--- src/rtl/rtc_cal_pkg.sv ---
package rtc_cal_pkg;

    localparam int NF     = 7;   // time fields
    localparam int F_SEC  = 0;
    localparam int F_MIN  = 1;
    localparam int F_HR   = 2;
    localparam int F_DOW  = 3;
    localparam int F_DATE = 4;
    localparam int F_MON  = 5;
    localparam int F_YR   = 6;

    typedef logic [7:0]        bcd_t;
    typedef bcd_t [NF-1:0]     tvec_t;

    typedef struct packed {
        tvec_t live;
        tvec_t vis;
        logic  stop;
        logic  wbit;
        logic  rbit;
        logic  pend;
    } cal_state_t;

    // index 6 (year) first
    localparam tvec_t RESET_TIME = {8'h00, 8'h01, 8'h01, 8'h01, 8'h00, 8'h00, 8'h00};

    function automatic bcd_t field_mask(input logic [2:0] f);
        case (f)
            3'd0:    field_mask = 8'h7F;
            3'd1:    field_mask = 8'h7F;
            3'd2:    field_mask = 8'h3F;
            3'd3:    field_mask = 8'h07;
            3'd4:    field_mask = 8'h3F;
            3'd5:    field_mask = 8'h1F;
            default: field_mask = 8'hFF;
        endcase
    endfunction

endpackage

--- src/rtl/rtc_bcd_step.sv ---
module rtc_bcd_step
    import rtc_cal_pkg::*;
(
    input  logic en,
    input  bcd_t cur,
    input  bcd_t max_v,
    input  bcd_t min_v,
    output bcd_t nxt,
    output logic carry
);

    bcd_t inc;
    logic at_top;

    always_comb begin
        if (cur[3:0] >= 4'd9) inc = {cur[7:4] + 4'd1, 4'd0};
        else                  inc = {cur[7:4], cur[3:0] + 4'd1};
        at_top = (cur >= max_v);
        carry  = en && at_top;
        if (!en)        nxt = cur;
        else if (at_top) nxt = min_v;
        else            nxt = inc;
    end

endmodule

--- src/rtl/rtc_cal_advance.sv ---
module rtc_cal_advance
    import rtc_cal_pkg::*;
(
    input  tvec_t cur,
    output tvec_t nxt
);

    logic [7:0] yr_bin;
    logic       leap;
    bcd_t       mlen;
    tvec_t      maxv;
    tvec_t      minv;
    logic       en    [NF];
    logic       carry [NF];

    always_comb begin
        yr_bin = 8'(cur[F_YR][7:4]) * 8'd10 + 8'(cur[F_YR][3:0]);
        leap   = (yr_bin[1:0] == 2'b00);
        case (cur[F_MON])
            8'h02:                      mlen = leap ? 8'h29 : 8'h28;
            8'h04, 8'h06, 8'h09, 8'h11: mlen = 8'h30;
            default:                    mlen = 8'h31;
        endcase
        maxv = {8'h99, 8'h12, mlen, 8'h07, 8'h23, 8'h59, 8'h59};
        minv = RESET_TIME;
    end

    // carry sources: date and day-of-week both hang off the hours carry
    generate
        for (genvar i = 0; i < NF; i++) begin : g_field
            localparam int SRC = (i == F_DATE) ? F_HR :
                                 (i == F_MON)  ? F_DATE : i - 1;
            if (i == 0) begin : g_first
                assign en[i] = 1'b1;
            end else begin : g_chain
                assign en[i] = carry[SRC];
            end
            rtc_bcd_step u_step (
                .en    (en[i]),
                .cur   (cur[i]),
                .max_v (maxv[i]),
                .min_v (minv[i]),
                .nxt   (nxt[i]),
                .carry (carry[i])
            );
        end
    endgenerate

endmodule

--- src/rtl/rtc_snapshot_cal.sv ---
module rtc_snapshot_cal
    import rtc_cal_pkg::*;
#(
    parameter int ADDR_W = 19
) (
    input  logic              clk,
    input  logic              rst_n,
    input  logic              tick,
    input  logic              sel,
    input  logic              wr,
    input  logic [ADDR_W-1:0] addr,
    input  logic [7:0]        wdata,
    output logic [7:0]        rdata
);

    localparam int IDX_W = 3;

    cal_state_t       state_q, state_d;
    tvec_t            live_nxt;
    logic             in_range, bus_wr, time_wr, commit, tick_req, advance;
    logic [IDX_W-1:0] idx, fidx;

    rtc_cal_advance u_adv (
        .cur (state_q.live),
        .nxt (live_nxt)
    );

    always_comb begin
        state_d  = state_q;
        in_range = &addr[ADDR_W-1:IDX_W];
        idx      = addr[IDX_W-1:0];
        fidx     = idx - 3'd1;
        bus_wr   = sel && wr && in_range;
        time_wr  = bus_wr && (idx != 3'd0);
        commit   = bus_wr && (idx == 3'd0) && state_q.wbit && !wdata[7];
        tick_req = tick || state_q.pend;
        advance  = tick_req && !state_q.stop && !time_wr && !commit;

        state_d.pend = tick_req && !state_q.stop && time_wr;

        if (advance) begin
            state_d.live = live_nxt;
            if (!state_q.wbit && !state_q.rbit)
                state_d.vis = live_nxt;
        end

        if (bus_wr) begin
            if (idx == 3'd0) begin
                state_d.wbit = wdata[7];
                state_d.rbit = wdata[6];
            end else begin
                state_d.vis[fidx] = wdata & field_mask(fidx);
                if (idx == 3'd1)
                    state_d.stop = wdata[7];
            end
        end

        if (commit)
            state_d.live = state_q.vis;
    end

    always_ff @(posedge clk) begin
        if (!rst_n) begin
            state_q      <= '0;
            state_q.live <= RESET_TIME;
            state_q.vis  <= RESET_TIME;
        end else begin
            state_q <= state_d;
        end
    end

    always_comb begin
        rdata = 8'h00;
        if (sel && !wr && in_range) begin
            case (idx)
                3'd0:    rdata = {state_q.wbit, state_q.rbit, 6'b0};
                3'd1:    rdata = {state_q.stop, state_q.vis[F_SEC][6:0]};
                default: rdata = state_q.vis[fidx];
            endcase
        end
    end

endmodule

--- config.mk ---
export PLATFORM = sky130hd
export DESIGN_NAME = rtc_snapshot_cal
export DESIGN_NICKNAME = d
export VERILOG_FILES = /design/src/rtl/rtc_cal_pkg.sv /design/src/rtl/rtc_bcd_step.sv /design/src/rtl/rtc_cal_advance.sv /design/src/rtl/rtc_snapshot_cal.sv
export SDC_FILE = /design/constraint.sdc
export NUM_CORES = 1
export LEC_CHECK = 0
export CORE_MARGIN = 2
export CORE_UTILIZATION = 32
export DETAILED_ROUTE_END_ITERATION = 6
export SLEW_MARGIN = 10
export SYNTH_ARGS = -nofsm -noshare
export SYNTH_HDL_FRONTEND = slang
export SYNTH_SLANG_ARGS = --single-unit
--- constraint.sdc ---
create_clock -name clk -period 7.8 [get_ports clk]
set_clock_uncertainty 0.1 [all_clocks]
set_input_delay 2.34 -clock clk [delete_from_list [all_inputs] [get_ports clk]]
set_output_delay 2.34 -clock clk [all_outputs]
set_load 0.05 [all_outputs]
==> results.cfg <==
[run_status]
outcome = completed

[synthesis]
ys_types = 86
synth_edf_count = 0
synth-seq-cells = 116
synthSimpleGateAreaFrac_pct = 22.4
muxShareOfSynthArea_pct = 4.35
ys_warn_count = 0
synth_compound_area_share_pct = 30.0
synth_seq_area_share_pct = 29.0
yosysTopAreaCellShare_pct = 29.0
netlist_area_um2 = 8000
synthArstFlopShare_pct = 0
synthAdderAreaFrac_pct = 7.35
ys_dominant_reg_cell = dfxtp_1
synthXorXnorAreaFrac_pct = 0.860
synth_top_area_cell = dfxtp_1
synth_top_family_by_area = compound AO/OA/AOI/OAI gates
syn_nets = 1088
syn_area_per_cell_um2 = 7.93
synth_area_leaders = dfxtp_1 (29%), ha_1 (7.4%), a21oi_1 (6.0%)
syn_inst = 1009

[global_route]
grt-ovfl-total = 0
grt_pass1_vias = 7712
grt_use_total_pct = 21.9
antenna_found_initial = 0
grt_pass1_wl_um = 44500
grt_max_degree = 50

[timing]
worst_pin_slew_ns = 0.991
timing.final.crit_share_pct = 93.7
drv_slew = 0
setup_viol = 0
period_minus_slack_ns = 7.31
slew_headroom_pct = 33.8
setup_tns_ns = 0
max_freq_mhz = 137
rsz0062_at_grt = no
hold_violations = 0

[die]
die_w_um = 162
dieArea_um2 = 26300
fp.dieH_um = 162
start_util_pct = 32.7
rows = 57
ioPinCount = 40
core_um2 = 24500

[power_and_ir_drop]
power_density_nw_per_um2 = 170
peakVddDrop_v = 0.000154
leakage_uw = 0.00321

[cts]
numCtsBuffers = 17
cts.path.max_buffers = 2
hold_buffers = 0
cts_root_buf = clkbuf_16
cts_tree = done
post_cts.repair.setup_buffers = 0
cts.clk_slew.worst_paths_ns = 0.05
cts-resized-gates = 0
clk_latency_ns = 0.43
cts_max_level = 4
clock_sinks = 116

[critical_path]
end_kind = output port
cp_data_required_time_ns = 5.36
crit_family = buffers and inverters
critPathArrivalTime_ns = 4.87
worstPathMaxFanout = 10
crit_buf_inv = 3
path_class = in -> out
max_stage_delay_ns = 0.54
cp_slowest_cell = clkdlybuf4s50_1
cp-start-kind = input port
worstPathCellList = clkdlybuf4s50_1, inv_1, ha_1, xnor2_2, mux2i_1, mux4_2, o21ai_0, o211a_1, buf_12

[route]
drt_pass1_iterations = 5
drc = 0
drt_wl_total_um = 28800
antenna_left = 0
wl_per_cell_um = 21.3
vias = 8196
drtIter0Drc = 937
drt-vias-per-instance = 6.06

[cells_and_area]
layout_common_cells = dfxtp_1 (116), a21oi_1 (96), nand2_1 (89)
top_register = state_q
seqCellArea_um2 = 2320
instances_no_fill = 1352
top_regs = state_q: 116 flops
fillers = 2517
largest_reg_flops = 116
multi_input_area_um2 = 5230
area_growth_pct = 15.9
drive_gt1_share_pct = 8.85
n_antenna_cell = 0
layout_commonest_cell = dfxtp_1
fin_nets = 1094

[hold_path]
min_path_type = reg -> reg

[run]
maxCapViolations = 0

[placement]
placed_cells = 1320
place_congestion = 0.945
numPortBuffers = 39
dpl.hpwl_um = 20000
report_power, final:
part,internal [uW],switching (uW),leakage (uW),total (uW)
Clock,486,306,0.000278,792
Combinational,57.4,105,0.00199,163
Sequential,603,14.1,0.000941,617
path summary, 6_finish.rpt:
path,slack (ns),to,from,cells after the start
setup / recovery,0.49,rdata[5],addr[1],9
hold / removal,0.40,state_q[27],state_q[27],2
setup reg to reg,4.05,state_q[50],state_q[105],12
hold reg to reg,0.40,state_q[27],state_q[27],2
cells in the mapped netlist (4+ instances only):
library cell  count
nor4_1            6
o211ai_1         26
ha_1             47
and3_1           18
clkbuf_1         35
a21oi_1          96
or3_1            11
buf_6             6
o22ai_1          15
a22o_1            6
buf_1             6
nand2_1          89
xnor2_1           4
a32oi_1           5
nor3_1           36
nor3b_1           6
a22oi_1          27
dfxtp_1         116
o31a_1            4
a211oi_1         15
buf_4             7
a221oi_1          7
o21ai_1           5
nand3_1          48
nand4b_1          4
nor2_1           67
mux2_2            4
inv_1            34
buf_2            14
o2bb2ai_1         4
nor2b_1           8
a31oi_1          22
o21ai_0          47
nand2b_1          9
o21a_1           15
a21o_1            6
mux2i_1          22
o221ai_1         12
o31ai_1           7
and2_1           10
nand4_1          18
per-stage QoR:
step | utilization, % | instance area [um2] | setup slack [ns] | hold WS (ns) | power [uW]
after CTS | 37.9 | 9270 | 0.510 | 0.402 | 1570
after detailed placement | 35.5 | 8680 | 0.544 | 0.393 | 788
final | 37.9 | 9270 | 0.493 | 0.404 | 1570
after global placement | 35.5 | 8680 | 0.555 | 0.387 | 788
after global routing | 37.9 | 9270 | 0.343 | 0.419 | 1620
after floorplan | - | 8000 | 0.220 | 0.346 | 724
cell families (layout without fill, tap and decap cells):
kind of cell / Yosys count / count (layout)
xor gates and xnor gates: 7 / 7
adders and majority gates: 47 / 47
and+or+nand+nor: 350 / 350
muxes: 30 / 30
buffers and inverters: 104 / 123
DFF: 116 / 116
AOI/OAI and AO/OA: 355 / 355
per-layer routing:
metal  part of all wire (%)  GRT usage, %
met1                     44          29.0
met3                    7.1          4.03
met4                    3.4          9.69
met2                     46          34.6
met5                      0             0
tightest hold or removal path: stages, from the launching register on:
cell,delay (ns)
dfxtp_1,0.33
nand2_1,0.06
a31oi_1,0.07
cell type report:
cell class	count	share of cell area [%]
Sequential cell	116	25.1
Inverter	36	1.46
Multi-Input combinational cell	789	56.5
Clock buffer	20	4.93
Clock inverter	12	1.42
Tap cell	324	4.37
Timing Repair Buffer	55	6.32
No activity file was read; power rests on OpenSTA's default activity.
